`config.mk`:
```
export PLATFORM = sky130hd
export DESIGN_NAME = smp_phase_climb
export DESIGN_NICKNAME = d
export VERILOG_FILES = /design/src/rtl/spc_pkg.sv /design/src/rtl/spc_thr_track.sv /design/src/rtl/spc_sat_accum.sv /design/src/rtl/spc_run_timer.sv /design/src/rtl/smp_phase_climb.sv
export SDC_FILE = /design/constraint.sdc
export NUM_CORES = 1
export LEC_CHECK = 0
export ABC_AREA = 1
export BUFFER_PORTS_ARGS = -buffer_cell sky130_fd_sc_hd__buf_2
export CORE_ASPECT_RATIO = 2
export CORE_MARGIN = 10
export CORE_UTILIZATION = 40
export DETAILED_ROUTE_END_ITERATION = 7
export GPL_TIMING_DRIVEN = 1
export PLACE_DENSITY = 0.66
export SKIP_CTS_REPAIR_TIMING = 1
export SYNTH_ARGS = -nofsm -noshare
export SYNTH_HDL_FRONTEND = slang
export SYNTH_SLANG_ARGS = --single-unit
export TNS_END_PERCENT = 100
```
`constraint.sdc`:
```
create_clock -name clk -period 3.85 [get_ports clk]
set_input_delay 0.385 -clock clk [delete_from_list [all_inputs] [get_ports clk]]
set_output_delay 0.385 -clock clk [all_outputs]
set_load 0.02 [all_outputs]
```
`src/rtl/spc_pkg.sv`:
```
`timescale 1ns/1ps
package spc_pkg;

  // Search direction carried on dir_down
  typedef enum logic {
    SEARCH_UP   = 1'b0,
    SEARCH_DOWN = 1'b1
  } search_dir_e;

  localparam int unsigned DEF_THR_W  = 7;
  localparam int unsigned DEF_ACC_W  = 24;
  localparam int unsigned DEF_OUT_W  = 7;
  localparam int unsigned DEF_GAIN_W = 16;
  localparam int unsigned DEF_RUN_W  = 16;

endpackage

```
`src/rtl/spc_thr_track.sv`:
```
`timescale 1ns/1ps
// Stores the previous threshold and decides the search direction.
module spc_thr_track
  import spc_pkg::*;
#(
  parameter int unsigned THR_W = DEF_THR_W
) (
  input  logic             clk,
  input  logic             rst_n,
  input  logic             arm,       // re-arm while search disabled
  input  logic             take,      // accepted strobe
  input  logic [THR_W-1:0] thr_in,
  output logic             first_q,   // next accepted strobe only captures
  output search_dir_e      dir_q,
  output search_dir_e      dir_next,  // direction used by this step
  output logic [THR_W-1:0] prev_q
);

  logic             first_d;
  search_dir_e      dir_d;
  logic [THR_W-1:0] prev_d;
  logic             dropped;

  assign dropped  = (thr_in < prev_q);
  assign dir_next = dropped ? search_dir_e'(~dir_q) : dir_q;

  always_comb begin
    first_d = first_q;
    dir_d   = dir_q;
    prev_d  = prev_q;
    if (arm) begin
      first_d = 1'b1;
      dir_d   = SEARCH_UP;
      prev_d  = '0;
    end else if (take) begin
      prev_d  = thr_in;
      first_d = 1'b0;
      if (!first_q) begin
        dir_d = dir_next;
      end
    end
  end

  always_ff @(posedge clk or negedge rst_n) begin
    if (!rst_n) begin
      first_q <= 1'b1;
      dir_q   <= SEARCH_UP;
      prev_q  <= '0;
    end else begin
      first_q <= first_d;
      dir_q   <= dir_d;
      prev_q  <= prev_d;
    end
  end

endmodule

```
`src/rtl/spc_sat_accum.sv`:
```
`timescale 1ns/1ps
// Saturating phase accumulator; the offset code is its top bits.
module spc_sat_accum
  import spc_pkg::*;
#(
  parameter int unsigned ACC_W   = DEF_ACC_W,
  parameter int unsigned GAIN_W  = DEF_GAIN_W,
  parameter int unsigned OUT_W   = DEF_OUT_W,
  parameter int unsigned NOMINAL = 64
) (
  input  logic              clk,
  input  logic              rst_n,
  input  logic              arm,
  input  logic              move,
  input  search_dir_e       dir_sel,
  input  logic [GAIN_W-1:0] gain,
  output logic [ACC_W-1:0]  acc_q,
  output logic [OUT_W-1:0]  ofs
);

  localparam int unsigned      LOW_W    = ACC_W - OUT_W;
  localparam logic [OUT_W-1:0] NOM_CODE = OUT_W'(NOMINAL);
  localparam logic [ACC_W-1:0] PRELOAD  = {NOM_CODE, {LOW_W{1'b0}}};
  localparam logic [ACC_W-1:0] ACC_MAX  = {ACC_W{1'b1}};

  logic [ACC_W-1:0] gain_ext;
  logic [ACC_W:0]   sum_wide;
  logic [ACC_W-1:0] up_val;
  logic [ACC_W-1:0] dn_val;
  logic [ACC_W-1:0] acc_d;

  generate
    if (GAIN_W < ACC_W) begin : g_pad
      assign gain_ext = {{(ACC_W-GAIN_W){1'b0}}, gain};
    end else begin : g_trim
      assign gain_ext = gain[ACC_W-1:0];
    end
  endgenerate

  assign sum_wide = {1'b0, acc_q} + {1'b0, gain_ext};
  assign up_val   = sum_wide[ACC_W] ? ACC_MAX : sum_wide[ACC_W-1:0];
  assign dn_val   = (gain_ext > acc_q) ? '0 : (acc_q - gain_ext);

  always_comb begin
    acc_d = acc_q;
    if (arm) begin
      acc_d = PRELOAD;
    end else if (move) begin
      acc_d = (dir_sel == SEARCH_DOWN) ? dn_val : up_val;
    end
  end

  always_ff @(posedge clk or negedge rst_n) begin
    if (!rst_n) begin
      acc_q <= PRELOAD;
    end else begin
      acc_q <= acc_d;
    end
  end

  assign ofs = acc_q[ACC_W-1 -: OUT_W];

endmodule

```
`src/rtl/spc_run_timer.sv`:
```
`timescale 1ns/1ps
// Counts decision steps and raises done at the programmed run length.
module spc_run_timer
  import spc_pkg::*;
#(
  parameter int unsigned RUN_W = DEF_RUN_W
) (
  input  logic             clk,
  input  logic             rst_n,
  input  logic             arm,
  input  logic             move,
  input  logic [RUN_W-1:0] run_len,
  output logic             at_limit,
  output logic             done_q
);

  logic [RUN_W-1:0] cnt_q;
  logic [RUN_W-1:0] cnt_d;
  logic             done_d;

  assign at_limit = (cnt_q == run_len);

  always_comb begin
    cnt_d  = cnt_q;
    done_d = done_q;
    if (arm) begin
      cnt_d  = '0;
      done_d = 1'b0;
    end else if (!done_q) begin
      if (at_limit) begin
        done_d = 1'b1;
      end else if (move) begin
        cnt_d = cnt_q + 1'b1;
      end
    end
  end

  always_ff @(posedge clk or negedge rst_n) begin
    if (!rst_n) begin
      cnt_q  <= '0;
      done_q <= 1'b0;
    end else begin
      cnt_q  <= cnt_d;
      done_q <= done_d;
    end
  end

endmodule

```
`src/rtl/smp_phase_climb.sv`:
```
`timescale 1ns/1ps
module smp_phase_climb
  import spc_pkg::*;
#(
  parameter int unsigned THR_W   = DEF_THR_W,
  parameter int unsigned ACC_W   = DEF_ACC_W,
  parameter int unsigned OUT_W   = DEF_OUT_W,
  parameter int unsigned GAIN_W  = DEF_GAIN_W,
  parameter int unsigned RUN_W   = DEF_RUN_W,
  parameter int unsigned NOMINAL = 64
) (
  input  logic              clk,
  input  logic              rst_n,
  input  logic              en_search,
  input  logic              step_stb,
  input  logic [THR_W-1:0]  thr_code,
  input  logic [GAIN_W-1:0] gain,
  input  logic [RUN_W-1:0]  run_len,
  output logic [OUT_W-1:0]  ofs_code,
  output logic              dir_down,
  output logic              search_done
);

  logic             arm;
  logic             accept;
  logic             move_step;
  logic             first_q;
  logic             at_limit;
  logic             done_q;
  search_dir_e      dir_q;
  search_dir_e      dir_next;
  logic [THR_W-1:0] prev_thr;
  logic [ACC_W-1:0] acc_val;

  assign arm       = ~en_search;
  assign accept    = en_search & step_stb & ~done_q & ~at_limit;
  assign move_step = accept & ~first_q;

  spc_thr_track #(.THR_W(THR_W)) u_track (
    .clk      (clk),
    .rst_n    (rst_n),
    .arm      (arm),
    .take     (accept),
    .thr_in   (thr_code),
    .first_q  (first_q),
    .dir_q    (dir_q),
    .dir_next (dir_next),
    .prev_q   (prev_thr)
  );

  spc_sat_accum #(
    .ACC_W(ACC_W), .GAIN_W(GAIN_W), .OUT_W(OUT_W), .NOMINAL(NOMINAL)
  ) u_accum (
    .clk     (clk),
    .rst_n   (rst_n),
    .arm     (arm),
    .move    (move_step),
    .dir_sel (dir_next),
    .gain    (gain),
    .acc_q   (acc_val),
    .ofs     (ofs_code)
  );

  spc_run_timer #(.RUN_W(RUN_W)) u_timer (
    .clk      (clk),
    .rst_n    (rst_n),
    .arm      (arm),
    .move     (move_step),
    .run_len  (run_len),
    .at_limit (at_limit),
    .done_q   (done_q)
  );

  assign dir_down    = (dir_q == SEARCH_DOWN);
  assign search_done = done_q;

endmodule

```
==> summary.txt <==
Global route
  – First-pass GRT wire length: approximately 29000 um
  – Initial antenna violation count: 0
  – GRT Overall Usage: a little under 20%
  – Global route total overflow: 0
  – Vias in the first global route: approximately 5700
  – Largest net degree at the start of global routing: 34

Clock tree
  – Longest Clk Path Bufs: 2
  – Clock Latency Late Sink: 0.31 ns
  – H-tree levels: 2
  – Root Buffer: clkbuf_16
  – Clock net sink count: 50
  – Clk pin slew, worst setup/hold paths: about 0.080 ns
  – TritonCTS buffer count: 5
  – CTS tree: built

Placed design
  – PortBufs: 51
  – DP HPWL: 14300 um
  – Final RePlAce weighted congestion: 1.04
  – Post-Place Cells: approximately 1100

Power and ir drop
  – Clock power share: around a third
  – Sequential share of power: approximately 36%
  – Leakage: approximately 3.4 nW
  – PwrDens: between 200 and 300 mW/mm^2
  – Sw Ratio: between 30 and 40%
  – Switching power: approximately 0.62 mW
  – Total power: roughly 1.6 mW
  – Combinational power share: between 30% and 40%
  – Max VDD drop: approximately 0.00023 V
  – Int Power: between 0.9 and 1 mW

Cells and area
  – Final Util: 44.1%
  – Fill cells: 1483
  – Layout cells sized above 1: under 10%
  – Nets@finish: approximately 1000
  – Area Overhead vs Synth: 7.81%
  – Commonest non-fill, non-tap cell in the layout: nand2_1
  – Diodes inserted: 0
  – Footprint of the multi-input gates: around 0.0036 sq mm
  – Fin cells: ~1100
  – Register Area: around 0.0013 sq mm
  – Most frequent cells in the layout: nand2_1, inv_1, nand3_1

Timing
  – Period minus WS final: between 2 and 2.5 ns
  – Final setup TNS: 0 ns
  – Worst Skew: between 0.01 and 0.015 ns
  – Slew HR: 38.1%
  – Achievable Freq: 402 MHz
  – Fin. Hold Viols: 0
  – Worst-margin pin slew: 0.926 ns
  – RSZ-0062 raised after global routing: false
  – Max Slew Vio Count: 0
  – Setup Viol. Count Final: 0
  – Fin crit share: roughly 65%

Detailed routing
  – Drt pass-1 iters: 5
  – DR DRC count: 0
  – Vias/cell: ~5.3
  – WL met3: around 460 um
  – DRT antenna net count: 0
  – DR WL met2: just under 10000 um
  – WL/cell: 16.7 um
  – Top sig layer: met4
  – Initial DRC count: approximately 290
  – Metal1 wirelength: 6520 um
  – Vias: about 5700
  – Final WL: 18200 um

Worst setup path
  – Reg-to-reg slack, setup: 1.36 ns
  – Worst R2R Start: u_accum.acc_q[0]
  – FF-to-FF End: u_accum.acc_q[22]
  – Crit end category: flip-flop
  – CP required: 4.05 ns
  – Slowest stage delay, CP: roughly 0.42 ns
  – Crit-path slowest cell: fa_1
  – CP dominant cell by count: nand2_1
  – CP Buf/Inv Count: 1
  – Crit-path leading delay family: simple AND/OR/NAND/NOR gates
  – Worst setup path category: reg -> reg
  – Crit start category: flip-flop
  – Reg2Reg Depth: 13
  – CP arrival: 2.69 ns
  – Cells along the critical path: ha_1, fa_1, nand2_1, nand2_1, nand4_1, nand2_1, nand2_1, nand2_2, a21oi_2, buf_4, nand3_1, nand3_1, nand2_1
  – CP max FO: 13

Floorplanning
  – Die span in x: roughly 100 um
  – Initial Utilization: between 40% and 50%
  – Io pins: between 50 and 60
  – Row count: 60
  – Core ar.: 0.0135 sq mm
  – Die area: 0.0192 sq mm
  – Die Y-Extent: approximately 190 um

Synth
  – Post-Syn Area: about 0.0055 sq mm
  – Syn Area/Cell: about 6.2 sq um
  – FF+latch count, synth: 50
  – Sequential area share after synthesis: between 20% and 30%
  – Fraction of registers with async set/reset: between 90% and 100%
  – Post-synth EDFFs: 0
  – Synth Instances: around 900
  – Count of cell types in the netlist: 40
  – Top_reg_cell synth: dfrtp_1
  – Net Count, Synth: just under 1000
  – Yosys warning total: 0

Min path
  – Hold Path Class: in -> async

Status
  – Status: finished clean

Run
  – Max-cap violations: 0
[metal layers]
| metal | vias up | global-route usage, % |
|---|---|---|
| li1 | 2873 | - |
| met1 | 2635 | 18.4 |
| met2 | 138 | 37.1 |
| met3 | 59 | 2.14 |
| met4 | 0 | 13.7 |
| met5 | - | 0 |
[through the flow]
stage / hold slack (ns) / setup WS, ns / cell area, sq um
after global routing: 0.166 / 1.15 / 5960
final: 0.139 / 1.36 / 5960
after detailed placement: 0.490 / 1.26 / 5800
after CTS: 0.159 / 1.37 / 5960
after floorplan: 0.0894 / 1.76 / 5520
after global placement: 0.491 / 1.27 / 5800
[cell families (layout without fill, tap and decap cells)]
| group | after synthesis | count (layout) | share of synthesized area (%) |
|---|---|---|---|
| AOI/OAI and AO/OA | 83 | 83 | 8.40 |
| xor gates and xnor gates | 39 | 39 | 6.18 |
| adders and majority gates | 41 | 41 | 9.56 |
| buffers and inverters | 161 | 193 | 12.6 |
| DFF | 50 | 50 | 22.7 |
| muxes | 1 | 1 | 0.181 |
| and+or+nand+nor | 522 | 522 | 40.4 |
[power groups by stage]
stage	clock (mW)	combinational, mW	sequential (mW)
6_report	0.503	0.508	0.565
5_1_grt	0.536	0.571	0.568
4_1_cts	0.516	0.506	0.564
3_5_place_dp	0	0.504	0.575
3_3_place_gp	0	0.504	0.574
2_1_floorplan	0	0.363	0.567
[worst reg2reg max path: cells and delay by family (launching register included)]
family	cells	cell delay, ns
AND/OR/NAND/NOR	9	0.94
AO/OA/AOI/OAI	1	0.14
flip-flops	1	0.39
buffers and inverters	1	0.25
adder cells (fa/ha/maj)	2	0.65
[state kept, by name, summed over array words and instances, names as in the netlist]
signal / count
u_track.first_q: 1
u_timer.done_q: 1
u_track.prev_q: 7
u_accum.acc_q: 24
u_track.dir_q: 1
u_timer.cnt_q: 16
[worst max path at each step]
stage                                    to  cells after the start         startpoint
after global routing      u_accum.acc_q[22]                     13   u_accum.acc_q[0]
after global placement    u_accum.acc_q[22]                     14            gain[0]
final                     u_accum.acc_q[22]                     13   u_accum.acc_q[0]
after CTS                 u_accum.acc_q[17]                     11  u_accum.acc_q[12]
after detailed placement  u_accum.acc_q[22]                     14            gain[0]
after floorplan           u_accum.acc_q[13]                     13            gain[0]
[synthesized netlist by cell type, drive strengths merged, types with 2 or more instances]
cell	count	share of area (%)
a21boi	2	0.27
a21oi	35	3.4
buf	27	3.4
clkbuf	5	0.36
dfrtp	48	22
dfstp	2	0.95
fa	2	0.72
ha	39	8.8
inv	129	8.8
nand2	301	21
nand3	93	8.4
nand3b	2	0.50
nand4	16	1.8
nor2	91	6.7
nor3	11	1.0
nor4	2	0.23
o21ai	32	2.9
o21bai	4	0.54
o22ai	2	0.23
o31ai	6	0.82
or2	5	0.57
xnor2	2	0.32
xor2	37	5.9
[area by class of cell]
| class | instances | share of cell area (%) |
|---|---|---|
| clock buffers | 5 | 2.10 |
| clock inverters | 3 | 0.483 |
| inverters | 129 | 8.17 |
| multi-input cells | 686 | 60.0 |
| flip-flops and latches | 50 | 21.1 |
| well taps | 155 | 3.26 |
| repair buffers | 56 | 4.92 |
(Power assumes the default switching activity.)
